$ cat src/rtl/tmr_pkg.sv
package tmr_pkg;

  localparam int unsigned N_UNITS = 2;

  typedef enum logic [1:0] {
    TM_PRESCALE13 = 2'b00,
    TM_FULL16     = 2'b01,
    TM_AUTOLOAD   = 2'b10,
    TM_SPLIT      = 2'b11
  } tmrMode_e;

  // One nibble of the mode register, MSB first: gate, event select, arrangement
  typedef struct packed {
    logic     gate;
    logic     evtSel;
    tmrMode_e mode;
  } tmrCfg_t;

  localparam int unsigned CFG_W  = $bits(tmrCfg_t);
  localparam int unsigned MODE_W = N_UNITS * CFG_W;

  // Strobes from control to datapath
  typedef struct packed {
    logic [N_UNITS-1:0] step;
    logic               hiSplitStep;
    logic [N_UNITS-1:0] wrLo;
    logic [N_UNITS-1:0] wrHi;
    logic [N_UNITS-1:0] flagClr;
  } tmrStrobe_t;

  localparam logic [7:0] ADR_MODE = 8'h88;
  localparam logic [7:0] ADR_LO0  = 8'h8A;
  localparam logic [7:0] ADR_LO1  = 8'h8B;
  localparam logic [7:0] ADR_HI0  = 8'h8C;
  localparam logic [7:0] ADR_HI1  = 8'h8D;

endpackage

$ cat src/rtl/tmr_ctrl.sv
module tmr_ctrl
  import tmr_pkg::*;
#(
  parameter int unsigned ADDR_W = 8,
  parameter int unsigned DATA_W = 8
) (
  input  logic                     clk,
  input  logic                     rstN,
  input  logic                     cycleEn,
  input  logic [N_UNITS-1:0]       extCnt,
  input  logic [N_UNITS-1:0]       gateIn,
  input  logic [N_UNITS-1:0]       runCtl,
  input  logic                     wrEn,
  input  logic [ADDR_W-1:0]        wrAddr,
  input  logic [DATA_W-1:0]        wrData,
  input  logic [N_UNITS-1:0]       ovfClr,
  output tmrMode_e [N_UNITS-1:0]   unitMode,
  output logic [MODE_W-1:0]        modeReg,
  output tmrStrobe_t               strobe
);

  tmrCfg_t [N_UNITS-1:0] cfg;
  logic [N_UNITS-1:0]    pinPrev;
  logic [N_UNITS-1:0]    evtTick;
  logic [N_UNITS-1:0]    allowed;
  logic [N_UNITS-1:0]    srcTick;
  logic                  wrModeHit;

  assign wrModeHit = wrEn && (wrAddr == ADDR_W'(ADR_MODE));

  always_ff @(posedge clk or negedge rstN) begin
    if (!rstN) begin
      modeReg <= '0;
    end else if (wrModeHit) begin
      modeReg <= wrData[MODE_W-1:0];
    end
  end

  // pin history is taken only at machine-cycle enables
  always_ff @(posedge clk or negedge rstN) begin
    if (!rstN) begin
      pinPrev <= '0;
    end else if (cycleEn) begin
      pinPrev <= extCnt;
    end
  end

  assign evtTick = {N_UNITS{cycleEn}} & pinPrev & ~extCnt;

  for (genvar i = 0; i < N_UNITS; i++) begin : g_cfg
    // unit 0 lives in the upper nibble
    assign cfg[i]      = modeReg[(N_UNITS-1-i)*CFG_W +: CFG_W];
    assign unitMode[i] = cfg[i].mode;
    assign allowed[i]  = runCtl[i] && (!cfg[i].gate || gateIn[i]);
    assign srcTick[i]  = cfg[i].evtSel ? evtTick[i] : cycleEn;
    assign strobe.step[i] = allowed[i] && srcTick[i];

    // a closed gate blocks every step
    a_r4_gate_blocks: assert property (@(posedge clk) disable iff (!rstN)
      (cfg[i].gate && !gateIn[i]) |-> !strobe.step[i]);

    // an event-counting step only on an enable with the pin low
    a_r5_event_low: assert property (@(posedge clk) disable iff (!rstN)
      (strobe.step[i] && cfg[i].evtSel) |-> (cycleEn && !extCnt[i]));

    a_r5_step_on_enable: assert property (@(posedge clk) disable iff (!rstN)
      strobe.step[i] |-> cycleEn);
  end

  assign strobe.hiSplitStep = cycleEn && runCtl[1] && (cfg[0].mode == TM_SPLIT);

  assign strobe.wrLo[0] = wrEn && (wrAddr == ADDR_W'(ADR_LO0));
  assign strobe.wrLo[1] = wrEn && (wrAddr == ADDR_W'(ADR_LO1));
  assign strobe.wrHi[0] = wrEn && (wrAddr == ADDR_W'(ADR_HI0));
  assign strobe.wrHi[1] = wrEn && (wrAddr == ADDR_W'(ADR_HI1));
  assign strobe.flagClr = ovfClr;

  // the borrowed high-byte counter runs only in split arrangement
  a_r9_split_only: assert property (@(posedge clk) disable iff (!rstN)
    strobe.hiSplitStep |-> (unitMode[0] == TM_SPLIT && runCtl[1]));

endmodule

$ cat src/rtl/tmr_datapath.sv
module tmr_datapath
  import tmr_pkg::*;
#(
  parameter int unsigned ADDR_W = 8,
  parameter int unsigned DATA_W = 8,
  parameter int unsigned LO13_W = 5
) (
  input  logic                   clk,
  input  logic                   rstN,
  input  tmrMode_e [N_UNITS-1:0] unitMode,
  input  logic [MODE_W-1:0]      modeReg,
  input  tmrStrobe_t             strobe,
  input  logic [DATA_W-1:0]      wrData,
  input  logic [ADDR_W-1:0]      rdAddr,
  output logic [DATA_W-1:0]      rdData,
  output logic [N_UNITS-1:0]     ovfFlag
);

  localparam int unsigned J13_W = DATA_W + LO13_W;
  localparam int unsigned J16_W = 2 * DATA_W;
  localparam logic [J13_W-1:0]  ONE13 = J13_W'(1);
  localparam logic [J16_W-1:0]  ONE16 = J16_W'(1);
  localparam logic [DATA_W-1:0] ONE8  = DATA_W'(1);

  logic [N_UNITS-1:0][DATA_W-1:0] loCnt;
  logic [N_UNITS-1:0][DATA_W-1:0] hiCnt;
  logic [N_UNITS-1:0]             mainOvf;
  logic [N_UNITS-1:0]             hiOvf;
  logic [N_UNITS-1:0]             flagSet;

  for (genvar i = 0; i < N_UNITS; i++) begin : g_unit
    localparam bit SPLIT_HOST = (i == 0);
    logic [DATA_W-1:0] loNext, hiNext, loInc, hiInc;
    logic [J13_W-1:0]  join13, sum13;
    logic [J16_W-1:0]  join16, sum16;
    logic              ovfMain, ovfHi;

    always_comb begin
      join13  = {hiCnt[i], loCnt[i][LO13_W-1:0]};
      sum13   = join13 + ONE13;
      join16  = {hiCnt[i], loCnt[i]};
      sum16   = join16 + ONE16;
      loInc   = loCnt[i] + ONE8;
      hiInc   = hiCnt[i] + ONE8;
      loNext  = loCnt[i];
      hiNext  = hiCnt[i];
      ovfMain = 1'b0;
      ovfHi   = 1'b0;
      unique case (unitMode[i])
        TM_PRESCALE13: begin
          if (strobe.step[i]) begin
            loNext  = {loCnt[i][DATA_W-1:LO13_W], sum13[LO13_W-1:0]};
            hiNext  = sum13[J13_W-1:LO13_W];
            ovfMain = &join13;
          end
        end
        TM_FULL16: begin
          if (strobe.step[i]) begin
            {hiNext, loNext} = sum16;
            ovfMain = &join16;
          end
        end
        TM_AUTOLOAD: begin
          if (strobe.step[i]) begin
            if (&loCnt[i]) begin
              loNext  = hiCnt[i];
              ovfMain = 1'b1;
            end else begin
              loNext = loInc;
            end
          end
        end
        TM_SPLIT: begin
          if (SPLIT_HOST) begin
            if (strobe.step[i]) begin
              loNext  = loInc;
              ovfMain = &loCnt[i];
            end
            if (strobe.hiSplitStep) begin
              hiNext = hiInc;
              ovfHi  = &hiCnt[i];
            end
          end
        end
        default: ;
      endcase
      // software write beats counting on the same byte
      if (strobe.wrLo[i]) loNext = wrData;
      if (strobe.wrHi[i]) hiNext = wrData;
    end

    assign mainOvf[i] = ovfMain;
    assign hiOvf[i]   = ovfHi;

    always_ff @(posedge clk or negedge rstN) begin
      if (!rstN) begin
        loCnt[i] <= '0;
        hiCnt[i] <= '0;
      end else begin
        loCnt[i] <= loNext;
        hiCnt[i] <= hiNext;
      end
    end

    always_ff @(posedge clk or negedge rstN) begin
      if (!rstN) begin
        ovfFlag[i] <= 1'b0;
      end else if (flagSet[i]) begin
        ovfFlag[i] <= 1'b1;
      end else if (strobe.flagClr[i]) begin
        ovfFlag[i] <= 1'b0;
      end
    end

    // low byte holds without a step or a write
    a_r4_lo_hold: assert property (@(posedge clk) disable iff (!rstN)
      (!strobe.step[i] && !strobe.wrLo[i]) |=> $stable(loCnt[i]));

    // auto-reload never changes the high byte by itself
    a_r8_hi_kept: assert property (@(posedge clk) disable iff (!rstN)
      (unitMode[i] == TM_AUTOLOAD && !strobe.wrHi[i]) |=> $stable(hiCnt[i]));

    // unused low bits survive 13-bit counting
    a_r7_upper_kept: assert property (@(posedge clk) disable iff (!rstN)
      (unitMode[i] == TM_PRESCALE13 && !strobe.wrLo[i])
        |=> $stable(loCnt[i][DATA_W-1:LO13_W]));

    // a set flag stays set until cleared
    a_r10_flag_sticky: assert property (@(posedge clk) disable iff (!rstN)
      (ovfFlag[i] && !strobe.flagClr[i]) |=> ovfFlag[i]);
  end

  assign flagSet[0] = mainOvf[0];
  assign flagSet[1] = (mainOvf[1] && (unitMode[0] != TM_SPLIT)) || (|hiOvf);

  always_comb begin
    unique case (rdAddr)
      ADDR_W'(ADR_MODE): rdData = DATA_W'(modeReg);
      ADDR_W'(ADR_LO0):  rdData = loCnt[0];
      ADDR_W'(ADR_LO1):  rdData = loCnt[1];
      ADDR_W'(ADR_HI0):  rdData = hiCnt[0];
      ADDR_W'(ADR_HI1):  rdData = hiCnt[1];
      default:           rdData = '0;
    endcase
  end

  // unit 1 in split arrangement is frozen
  a_r9_unit1_frozen: assert property (@(posedge clk) disable iff (!rstN)
    (unitMode[1] == TM_SPLIT && !strobe.wrLo[1] && !strobe.wrHi[1])
      |=> $stable({hiCnt[1], loCnt[1]}));

endmodule

$ cat src/rtl/dual_timer_unit.sv
module dual_timer_unit
  import tmr_pkg::*;
#(
  parameter int unsigned ADDR_W = 8,
  parameter int unsigned DATA_W = 8,
  parameter int unsigned LO13_W = 5
) (
  input  logic               clk,
  input  logic               rstN,
  input  logic               cycleEn,
  input  logic [N_UNITS-1:0] extCnt,
  input  logic [N_UNITS-1:0] gateIn,
  input  logic [N_UNITS-1:0] runCtl,
  input  logic               wrEn,
  input  logic [ADDR_W-1:0]  wrAddr,
  input  logic [DATA_W-1:0]  wrData,
  input  logic [ADDR_W-1:0]  rdAddr,
  output logic [DATA_W-1:0]  rdData,
  input  logic [N_UNITS-1:0] ovfClr,
  output logic [N_UNITS-1:0] ovfFlag
);

  tmrMode_e [N_UNITS-1:0] unitMode;
  logic [MODE_W-1:0]      modeReg;
  tmrStrobe_t             strobe;

  tmr_ctrl #(.ADDR_W(ADDR_W), .DATA_W(DATA_W)) u_ctrl (
    .clk      (clk),
    .rstN     (rstN),
    .cycleEn  (cycleEn),
    .extCnt   (extCnt),
    .gateIn   (gateIn),
    .runCtl   (runCtl),
    .wrEn     (wrEn),
    .wrAddr   (wrAddr),
    .wrData   (wrData),
    .ovfClr   (ovfClr),
    .unitMode (unitMode),
    .modeReg  (modeReg),
    .strobe   (strobe)
  );

  tmr_datapath #(.ADDR_W(ADDR_W), .DATA_W(DATA_W), .LO13_W(LO13_W)) u_dp (
    .clk      (clk),
    .rstN     (rstN),
    .unitMode (unitMode),
    .modeReg  (modeReg),
    .strobe   (strobe),
    .wrData   (wrData),
    .rdAddr   (rdAddr),
    .rdData   (rdData),
    .ovfFlag  (ovfFlag)
  );

endmodule

$ cat config.mk
export PLATFORM = sky130hd
export DESIGN_NAME = dual_timer_unit
export DESIGN_NICKNAME = d
export VERILOG_FILES = /design/src/rtl/tmr_pkg.sv /design/src/rtl/tmr_ctrl.sv /design/src/rtl/tmr_datapath.sv /design/src/rtl/dual_timer_unit.sv
export SDC_FILE = /design/constraint.sdc
export NUM_CORES = 1
export LEC_CHECK = 0
export ABC_AREA = 1
export ABC_CLOCK_PERIOD_IN_PS = 1750
export BUFFER_PORTS_ARGS = -buffer_cell sky130_fd_sc_hd__buf_2
export CORE_MARGIN = 2
export CORE_UTILIZATION = 54
export DETAILED_ROUTE_END_ITERATION = 12
export PLACE_DENSITY_LB_ADDON = 0.1
export SLEW_MARGIN = 40
export SYNTH_ARGS = -nofsm -noshare
export SYNTH_HDL_FRONTEND = slang
export SYNTH_HIERARCHICAL = 1
export SYNTH_SLANG_ARGS = --single-unit
export TNS_END_PERCENT = 20
$ cat constraint.sdc
create_clock -name clk -period 1.75 [get_ports clk]
set_clock_uncertainty 0.1 [all_clocks]
set_input_delay 0.35 -clock clk [delete_from_list [all_inputs] [get_ports clk]]
set_output_delay 0.35 -clock clk [all_outputs]
set_load 0.03 [all_outputs]
**Yosys cells after proc, flatten, opt, wreduce, memory -nomap -nowiden**

Index checks and enable logic that the tools add are counted.

- Add/sub/neg operators: 7
- Multipliers: 0
- Divide/modulo/power cells: 0
- Order comparisons: 0
- Eq/ne operators: 30
- Shift operators: 0
- Muxes and demuxes: 42
- Bitwise logic cells: 3
- Reduce and logical (&&, ||, !) cells: 38

Operators with widths:

| operator | count |
|---|---|
| 8-bit two-way mux | 16 |
| 8-bit == test (second input constant) | 10 |
| 8-bit case mux with 3 select lines | 2 |
| 8-bit case mux with 5 select lines | 1 |
| 3-bit != test (second input constant) | 12 |
| 16-bit by 1-bit adder with 16-bit output (second input constant) | 2 |
| 8-bit case mux with 4 select lines | 1 |
| 16-bit AND reduction | 2 |
| 13-bit by 1-bit adder with 13-bit output (second input constant) | 2 |
| 13-bit AND reduction | 2 |
| 8-bit by 1-bit adder with 8-bit output (second input constant) | 3 |
| 8-bit AND reduction | 3 |
| 4-bit AND reduction | 5 |
| 1-bit two-way mux | 17 |
| 8-bit case mux with 2 select lines | 1 |
| 1-bit logical AND | 12 |
| 5-bit two-way mux | 2 |
| 4-bit nonzero test | 2 |
| 2-bit == test (second input constant) | 3 |
| 2-bit != test (second input constant) | 3 |
| 3-bit nonzero test | 2 |
| 2-bit AND | 2 |
| 2-bit by 1-bit == test with 1-bit output (second input constant) | 2 |
| 2-bit zero test | 2 |
| other kinds (7) | 11 |

- Register bits after elaboration: 44
- Bits in latches: 0
- Bits in writable memories: 0
- Bits in read-only memories: 0
- Input bits: 36
- Output and inout port bits: 10
- Logic and storage cells: 130
- Memories kept: 0

**Depth between registers and ports, before layout**

Gate-level depths: netlist (run 1).

- Word-level depth: 9
- Gate-level depth with buffers: 13
- Gate-level depth less buffers: 12

**By module**

Netlist (run 1), hierarchy kept.

By module, submodules not included:

| module | instances | cells each | area each (µm²) | seq. area each (µm²) |
|---|---|---|---|---|
| tmr_datapath | 1 | 604 | 3559.7 | 850.8 |
| tmr_ctrl | 1 | 77 | 640.6 | 250.2 |

**Worst setup path after synthesis (run 1)**

Ideal clock, no wire load.

- Path type: in2out
- Start point: input rdAddr[2]
- End point: output rdData[0]
- Data arrival time: 1.463 ns
- Slack: -0.163 ns
- Cell stages on the path: 7
- Buffers on the path: 0
- Cells stage by stage: inv_1 nand2_1 nor3_1 nand3_1 nand2_1 inv_1 nand4_1

- Cells in the longest elaborated chain, start to end: 2
- Elaborated cells on any way between the ends: 6
- Those cells by class: eq/ne (5); mux (1)

Ends and longest elaborated chain:

| what | line | text |
|---|---|---|
| from (decl) | dual_timer_unit.sv:17 | `input logic [ADDR_W-1:0] rdAddr,` |
| 8-bit == test | tmr_datapath.sv:137 | `unique case (rdAddr)` |
| 8-bit case mux with 5 select lines * | tmr_datapath.sv:137 |  |
| to (decl) | dual_timer_unit.sv:18 | `output logic [DATA_W-1:0] rdData,` |

Every way passes the cells marked *; elsewhere a longest branch is shown, timed or not.

**Worst setup path in the final report (run 1)**

- Start point: input rdAddr[4]
- End point: output rdData[7]

Same word-level chain as after synthesis.

==> results of run 1 <==
==> layout by cell type (no fill, tap or decap), drive strengths merged, types with 2 or more instances in the layout <==
master	n
a21oi	26
a22oi	5
buf	127
clkbuf	7
clkinv	2
dfrtp	44
ha	7
inv	104
nand2	220
nand3	84
nand3b	3
nand4	24
nor2	56
nor3	11
o211ai	6
o21a	2
o21ai	42
o21bai	5
o22ai	9
xor2	7
==> worst reg2reg max path: stages (launching register included) <==
cell and delay (ns):
dfrtp_1 0.40, inv_2 0.07, ha_2 0.22, o21ai_0 0.35, nand2_1 0.14, buf_4 0.19, o22ai_1 0.13, inv_1 0.07
nand2_1 0.06
==> report_power, final <==
part	switching, mW	internal (mW)	total, mW
registers	0.245	1.19	1.43
clock network	0.388	0.468	0.856
logic	0.813	0.574	1.39
total	1.45	2.23	3.68
==> cells by family after synthesis <==
logic type	after synthesis	synth area share, %
flops	44	26.2
buf+inv	125	12.4
xor+xnor	8	1.67
compound gates	96	13.4
fa+ha+maj	7	2.09
simple gates	401	44.2
==> Yosys cell counts (all sizes together) (2+ instances only) <==
cell type and number:
nand2 220, inv 104, nand3 84, nor2 56, dfrtp 44, o21ai 42
a21oi 26, nand4 24, buf 17, nor3 11, o22ai 9, ha 7
xor2 7, o211ai 6, a22oi 5, o21bai 5, clkbuf 3, nand3b 3
o21a 2
==> path summary, 6_finish.rpt <==
kind	endpoint	from
hold / removal	u_dp/ovfFlag[0]	ovfClr[0]
max in group asynchronous	u_dp/g_unit[0].join13[11]	rstN
hold reg to reg	u_dp/ovfFlag[1]	u_dp/ovfFlag[1]
setup / recovery	rdData[7]	rdAddr[4]
min in group asynchronous	u_ctrl/pinPrev[0]	rstN
setup reg to reg	u_dp/g_unit[1].join13[11]	u_ctrl/modeReg[1]
==> state kept, by name (all words and copies together), names as in the netlist <==
register            cells
u_dp/ovfFlag            2
u_dp/g_unit.join13     26
u_dp/g_unit.join16      6
u_ctrl/modeReg          8
u_ctrl/pinPrev          2
==> per-stage QoR <==
stage / setup WS [ns] / cells / setup TNS, ns / cell area [um2]
final: -0.103 / 900 / -0.694 / 5540
after global routing: -0.183 / 900 / -2.50 / 5540
after CTS: -0.0607 / 898 / -0.361 / 5370
after detailed placement: -0.173 / 886 / -2.92 / 5060
after global placement: -0.153 / 886 / -2.42 / 5060
after floorplan: -0.0576 / 681 / -0.364 / 4220
==> area by class of cell <==
cell class              count  area [um2]  share of cell area [%]
flip-flops and latches     44        1110                    20.0
repair buffers            129        1020                    18.4
multi-input cells         512        2760                    49.9
clock inverters             2        38.8                   0.700
inverters                 105         399                    7.20
clock buffers               6        82.6                    1.49
well taps                 102         128                    2.30
==> routing by layer <==
| metal | up-vias | share of wire, % | routed length (um) |
|---|---|---|---|
| li1 | 2449 | - | - |
| met1 | 2347 | 38 | 5780 |
| met2 | 296 | 48 | 7300 |
| met3 | 77 | 9.1 | 1390 |
| met4 | 0 | 5.5 | 835 |
| met5 | - | 0 | 0 |
==> timing repair <==
item / CTS / global route
hold buffers: 1 / 0
gates resized for setup: 51 / 47
gates cloned: 0 / 1
setup buffers: 3 / 1
hold endpoints to repair: 44 / 0
setup endpoints to repair: 18 / 39
pin swaps: 9 / 10
==> impl_results.md, run 1 <==
* Via count at 5169
* Die height at 92.2 um
* Status: finished with violations
* Leakage dissipation at 2.83 nW
* Critical path's top delay family: buffers and inverters
* Buf/Inv on CP at 4
* Area Growth Syn to Fin at 32.0%
* Worst skew pair latency at 0.31 ns
* Avg Inst Size Synth at 6.17 um2
* Crit-path cells: buf_6 > nor2_4 > nand2_4 > buf_6 > nor3_2 > buf_6 > nand2_2 > nand4_1 > buf_6
* Worst setup margin at -0.103 ns
* Top post-synthesis cells by area: dfrtp_1 26%, nand2_1 19%, nand3_1 9.8%
* HP Class: in2reg
* Min Tclk post-route at 1.85 ns
* Share of layout cells above drive strength 1 at 27.8%
* Peak Freq at 540 MHz
* Worst reg2reg path depth at 8
* PwrDens at 663 nW/um2
* Startpoint Class: input port
* Core ar. at 7650 um2
* GRT busiest layer: met2
* WP data arrival at 1.40 ns
* Fin util at 72.5%
* Post-synth top flop: dfrtp_1
* Clock Tree Buf Depth at 2
* Slew headroom at 74.4%
* Drt pass-1 iters at 5
* GP Congestion at 1.01
* Worst-path clk slew at 0.08 ns
* Port Buf Inserts at 45
* Number of synthesized flops with an enable pin at 0
* Initial antenna violation count at 0
* FFs w/ async S/R, synth at 100%
* CP peak stage delay at 0.17 ns
* Top cell type's share of synthesized area at 26.2%
* #FFs+latches synth at 44
* CTS buffer count at 5
* First-pass GRT wire length at 24.2 mm
* Met1 GRT Util at 43.7%
* Post-layout total power at 3.68 mW
* Drt wl/cell at 17.0 um
* Synthesized instance count at 681
* Sequential fraction of the synthesis area at 26.2%
* Period utilization at 106%
* Layout fillers at 667
* Initial detailed-routing violation count at 456
* Total of max-cap violations at 0
* Synth area leader: dfrtp_1
* GRT Total Usage at 36.8%
* Mapped Nets at 724
* CTS tree: done
* Final Hold Viols at 0
* H-tree depth at 2
* Reg-to-reg slack, setup at -0.04 ns
* Top-Level Pins at 46
* Hold_ws at 0.119 ns
* Final ANT Viol Nets at 0
* Peak VDD IR at 0.659 mV
* Synthesized cell area at 4200 um2
* Met2 usage at 64.5%
* Clock root cell: clkbuf_8
* Routed vias/inst at 5.74
* Starting Density at 54.9%
* Crit Path Max Fanout at 8
* WP data required at 1.30 ns
* Slowest-stage cell, CP: buf_6
* Clk sinks at 44
* Std cell rows at 32
* Crit. End Element: output port
* Failing checks: negative setup slack
* Netlist cell types at 40
* Die area at 8500 um2
* Die width at 92.2 um
* Worst-margin pin slew at 0.380 ns
* Routed wire length at 15.3 mm
* Stages on worst setup path at 9
* Max Slew Vio Count at 0
* Met3 Use GR at 6.16%
* RSZ-0062 raised after global routing: true
* Vias in the first global route at 4984
* Largest net degree at the start of global routing at 45
* Nets at 840
* Post-DP HPWL at 11.6 mm
* Endpoints failing setup at 12
* Critical Setup Path Class: in2out
* Congestion Overflow GR at 0
* Hold Path Depth at 2
* Yosys warnings at 6
* Ant. Diodes at 0
* DRC viols at 0
* Most used cell, CP: buf_6
Power figures use the tool's default switching activity.
==> run 2, diff against run 1 <==
- ABC_CLOCK_PERIOD_IN_PS: 1750 -> 2000
- CORE_UTILIZATION: 54 -> 60
- clock period: 1.75 -> 2 ns (I/O delays scaled with it)
==> run 2 against run 1 <==
Effect of this change: the run now ends clean; via count is 0.81% lower; core utilization up 0.97 points; worst hold slack worse by 0.083 ns; cell count decreased by 5.0%; wire length shrank 1.9%; sequential share of layout area increased by 2.1 points; setup slack better by 0.13 ns; non-clock buffer count shrank 39; first-iteration DRC count is 46% higher; final area decreased by 10%; largest power group unchanged.
==> impl_results.md, run 2 (synthesis gave the netlist of run 1 again) <==
* Status: finished, final reports clean
* Std cell rows at 30 (-6.3%)
* Clock root cell: clkbuf_8
* Critical Setup Path Class: in2out
* CTS hold repair buffers at 0 (-1)
* PwrDens at 628 nW/um2 (-5.3%)
* Die width at 87.7 um (-4.9%)
* CP peak stage delay at 0.18 ns (about the same)
* Dpl cells at 847 (-4.4%)
* HP Class: in2async
* Starting Density at 61.8% (+6.9 points)
* Worst setup path startpoint: rdAddr[1]
* Max reg flops at 26 (unchanged)
* DP Area at 4770 um2 (-5.6%)
* Commonest cells after routing, fill and taps aside: 213 x nand2_1, 98 x inv_1, 82 x nand3_1
* Worst slack, placed at -0.00751 ns (+0.165 ns)
* Most used cell, CP: buf_4
* Startpoint Class: input port
* Share of layout cells above drive strength 1 at 19.9% (-7.9 points)
* Endpoints failing setup at 0 (-12)
* Initial detailed-routing violation count at 665 (+46%)
* Congestion Overflow GR at 0 (unchanged)
* Worst reg2reg path depth at 9 (+1)
* Routed vias/inst at 6.00 (+4.4%)
* Vias in the first global route at 4594 (-7.8%)
* GP Congestion at 1.01 (about the same)
* Worst-margin pin slew at 0.729 ns (+0.349 ns)
* DRC viols at 0 (unchanged)
* Commonest non-fill, non-tap cell in the layout: nand2_1
* Fin util at 73.5% (+0.97 points)
* WP data required at 1.50 ns (+0.20 ns)
* H-tree depth at 2 (unchanged)
* CTS buffer count at 5 (unchanged)
* Drt wl/cell at 17.6 um (+3.3%)
* Routed wire length at 15.0 mm (-1.9%)
* R2r endpoint: u_dp/g_unit[1].join13[0]
* Crit Path Max Fanout at 8 (unchanged)
* Worst skew pair latency at 0.32 ns (about the same)
* Drt pass-1 iters at 8 (+3)
* Area Growth Syn to Fin at 18.8%
* RSZ-0062 raised after global routing: true
* Reg-to-reg slack, setup at 0.11 ns (+0.15 ns)
* Design Area, Final at 4990 um2 (-10%)
* Clock Tree Buf Depth at 2 (unchanged)
* Clk sinks at 44 (unchanged)
* Total of max-cap violations at 0 (unchanged)
* Max Slew Vio Count at 0 (unchanged)
* WP data arrival at 1.47 ns (+0.07 ns)
* Top-Level Pins at 46 (unchanged)
* CTS tree: done
* Leakage dissipation at 2.59 nW (-8.4%)
* Initial antenna violation count at 0 (unchanged)
* Non-filler instance count after layout at 855 (-5.0%)
* Final ANT Viol Nets at 0 (unchanged)
* Period utilization at 98.6%
* GRT Total Usage at 39.4% (+2.6 points)
* Nets at 801 (-4.6%)
* Port Buf Inserts at 45 (unchanged)
* Crit-path cells: buf_2 > inv_1 > nand2_1 > nor3_2 > buf_4 > nand3_1 > nand4_1 > buf_4
* First-pass GRT wire length at 23.1 mm (-4.4%)
* Slew headroom at 51.4% (-23 points)
* Crit. End Element: output port
* Slowest-stage cell, CP: buf_4
* Ant. Diodes at 0 (unchanged)
* Peak Freq at 507 MHz
* Largest net degree at the start of global routing at 30 (-33%)
* Critical path's top delay family: buffers and inverters
* Worst setup margin at 0.0277 ns (+0.130 ns)
* Post-layout total power at 3.13 mW (-15%)
* Post-DP HPWL at 11.7 mm (+1.4%)
* Worst-path clk slew at 0.08 ns (about the same)
* Via count at 5127 (-0.81%)
* Min Tclk post-route at 1.97 ns
* RR Startpoint: u_ctrl/modeReg[1]
* Core ar. at 6790 um2 (-11%)
* Final Hold Viols at 0 (unchanged)
* Die height at 87.7 um (-4.9%)
* Buf/Inv on CP at 4 (unchanged)
* Die area at 7690 um2 (-9.6%)
* Peak VDD IR at 0.587 mV (-11%)
==> run 2: through the flow <==
| step | hold slack, ns | setup TNS [ns] |
|---|---|---|
| after global placement | 0.378 | 0 |
| after global routing | 0.0953 | -0.129 |
| after CTS | 0.0663 | 0 |
| after detailed placement | 0.395 | -0.0194 |
| after floorplan | 0.00441 | 0 |
| final | 0.0364 | 0 |
==> run 2: what timing repair did <==
item,4_1_cts,5_1_grt
resized for setup,3,35
pin swaps,0,2
setup buffers,0,0
endpoints found under the setup margin,4,16
==> run 2: where the power goes <==
part | internal, mW | switching (mW) | leakage [nW]
logic | 0.401 | 0.689 | 1.95
registers | 1.04 | 0.224 | 0.576
clock network | 0.441 | 0.343 | 0.0645
==> run 2: final cells by class <==
class / instances / area (um2)
Clock buffer: 7 / 96.3
Clock inverter: 1 / 30.0
Fill cell: 594 / 1800
Inverter: 105 / 394
Multi-Input combinational cell: 512 / 2620
Sequential cell: 44 / 1100
Tap cell: 96 / 120
Timing Repair Buffer: 90 / 622
==> run 2: worst max path at each step <==
stage	end	slack [ns]	cells after the start
floorplan	rdData[1]	0.03	8
global placement	rdData[7]	0.02	9
detailed placement	rdData[4]	-0.008	9
CTS	rdData[0]	0.008	8
global route	rdData[4]	-0.03	10
finish	rdData[5]	0.03	8
==> run 2: metal layers <==
metal  track usage, %  wire [um]
met1             53.0       5790
met2             59.7       6520
met3             9.05       1950
met4             19.6        763
met5                0          0
==> run 3, diff against run 2 <==
- CORE_UTILIZATION: 60 -> 55
==> run 3 against run 2 <==
Effect of this change: power decreased by 4.8%; core utilization decreased by 6.0 points; first-iteration DRC count decreased by 19%; combinational power decreased by 9%.
==> impl_results.md, run 3 (synthesis gave the netlist of run 1 again) <==
* Status: finished, final reports clean
* Period utilization at 97.6% (-1.0 points)
* Std cell rows at 31 (+3.3%)
* Peak Freq at 512 MHz (+1.1%)
* Post-DP HPWL at 10.9 mm (-6.8%)
* Max reg flops at 26 (unchanged)
* Routed vias/inst at 5.80 (-3.3%)
* Vias in the first global route at 4398 (-4.3%)
* Worst skew pair latency at 0.32 ns (about the same)
* Initial detailed-routing violation count at 540 (-19%)
* Initial antenna violation count at 0 (unchanged)
* Post-layout total power at 2.99 mW (-4.8%)
* Peak VDD IR at 0.370 mV (-37%)
* Worst-margin pin slew at 0.621 ns (-0.108 ns)
* R2r endpoint: u_dp/g_unit[1].join13[0]
* RSZ-0062 raised after global routing: true
* Non-filler instance count after layout at 851 (-0.47%)
* Design Area, Final at 4940 um2 (-0.95%)
* Worst setup path startpoint: rdAddr[2]
* Met2 usage at 51.3% (-8.4 points)
* RR Startpoint: u_ctrl/modeReg[1]
* Total of max-cap violations at 0 (unchanged)
* Endpoints failing setup at 0 (unchanged)
* Routed wire length at 14.2 mm (-5.5%)
* Clk sinks at 44 (unchanged)
* Top-Level Pins at 46 (unchanged)
* Worst setup margin at 0.0485 ns (+0.0208 ns)
* HP Class: in2async
* Ant. Diodes at 0 (unchanged)
* Drt wl/cell at 16.7 um (-5.1%)
* Max Slew Vio Count at 0 (unchanged)
* Port Buf Inserts at 45 (unchanged)
* Met1 GRT Util at 47.5% (-5.5 points)
* Worst-path clk slew at 0.09 ns (about the same)
* Dpl cells at 841 (-0.71%)
* First-pass GRT wire length at 22.3 mm (-3.5%)
* Die area at 8350 um2 (+8.7%)
* Commonest non-fill, non-tap cell in the layout: nand2_1
* Congestion Overflow GR at 0 (unchanged)
* DP Area at 4710 um2 (-1.3%)
* Die height at 91.4 um (+4.2%)
* Worst reg2reg path depth at 9 (unchanged)
* Nets at 794 (-0.87%)
* Area Growth Syn to Fin at 17.7%
* Critical Setup Path Class: in2out
* Crit Path Max Fanout at 8 (unchanged)
* Reg-to-reg slack, setup at 0.12 ns (about the same)
* WP data required at 1.50 ns (about the same)
* H-tree depth at 2 (unchanged)
* Via count at 4935 (-3.7%)
* Hold_ws at 0.0735 ns (+0.0371 ns)
* Met3 Use GR at 6.80% (-2.2 points)
* CTS buffer count at 5 (unchanged)
* PwrDens at 604 nW/um2 (-3.8%)
* Min Tclk post-route at 1.95 ns (-0.0208 ns)
* Drt pass-1 iters at 6 (-2)
* Startpoint Class: input port
* Final Hold Viols at 0 (unchanged)
* Die width at 91.4 um (+4.2%)
* GP Congestion at 0.969 (-4.3%)
* DRC viols at 0 (unchanged)
* Clock root cell: clkbuf_8
* Final ANT Viol Nets at 0 (unchanged)
* Clock Tree Buf Depth at 2 (unchanged)
* GRT Total Usage at 34.0% (-5.5 points)
* GRT busiest layer: met2
* Core ar. at 7330 um2 (+7.9%)
* Leakage dissipation at 2.55 nW (-1.6%)
* WP data arrival at 1.45 ns (-0.02 ns)
* CTS tree: done
* Slew headroom at 58.6% (+7.2 points)
* Crit. End Element: output port
* Commonest cells after routing, fill and taps aside: 213 x nand2_1, 97 x inv_1, 82 x nand3_1
* Share of layout cells above drive strength 1 at 18.9% (-1.0 points)
* Starting Density at 57.3% (-4.5 points)
* Worst slack, placed at -0.0524 ns (-0.0448 ns)
* Largest net degree at the start of global routing at 45 (+50%)
==> run 3: cell count changes in the layout (fill, tap and decap cells not counted), moves of 2 or more <==
cell | before | now
nor3_2 | 6 | 4
buf_4 | 45 | 36
nor3_1 | 4 | 6
clkbuf_8 | 7 | 5
==> run 3: layer usage <==
metal / vias up / part of all wire [%]
met2: 319 / 42
met3: 42 / 12
li1: 2345 / -
met1: 2229 / 42
met4: 0 / 3.6
met5: - / 0
==> run 3: worst max-delay path by stage <==
| stage | endpoint | slack, ns | cells past startpoint |
|---|---|---|---|
| floorplan | rdData[1] | 0.03 | 8 |
| global placement | rdData[6] | -0.02 | 9 |
| detailed placement | rdData[6] | -0.05 | 9 |
| CTS | rdData[6] | 0.007 | 10 |
| global route | u_dp/g_unit[1].join13[9] | -0.04 | 7 |
| finish | rdData[6] | 0.05 | 8 |
==> run 3: cell type report <==
cell class / count / area, um2
Multi-Input combinational cell: 512 / 2620
Fill cell: 656 / 2390
Sequential cell: 44 / 1100
Timing Repair Buffer: 83 / 591
Inverter: 105 / 394
Tap cell: 99 / 124
Clock buffer: 5 / 68.8
Clock inverter: 3 / 46.3
==> run 3: what timing repair did <==
item                                   4_1_cts  5_1_grt
cloned                                       0        1
setup buffers                                0        1
pin swaps                                    0        1
hold buffers                                 0        0
gates resized for setup                      1       38
endpoints found under the hold margin        0        0
setup endpoints to repair                    7       29
==> run 3: power by group <==
| group | switching [mW] | leakage [nW] | internal [mW] |
|---|---|---|---|
| Clock | 0.364 | 0.0548 | 0.377 |
| Sequential | 0.220 | 0.578 | 1.04 |
| Combinational | 0.610 | 1.91 | 0.377 |
==> run 3: stage by stage <==
stage,TNS [ns],util (%)
global route,-0.241,67.4
detailed placement,-0.179,64.3
floorplan,0,-
CTS,0,65.9
global placement,-0.0251,64.3
finish,0,67.4
==> run 3: critical path, cell delays in order <==
cell and delay, ns:
buf_2 0.09, inv_2 0.04, buf_4 0.13, nor4_2 0.21, buf_4 0.20, nand3_1 0.07, nand4_1 0.16, buf_6 0.15
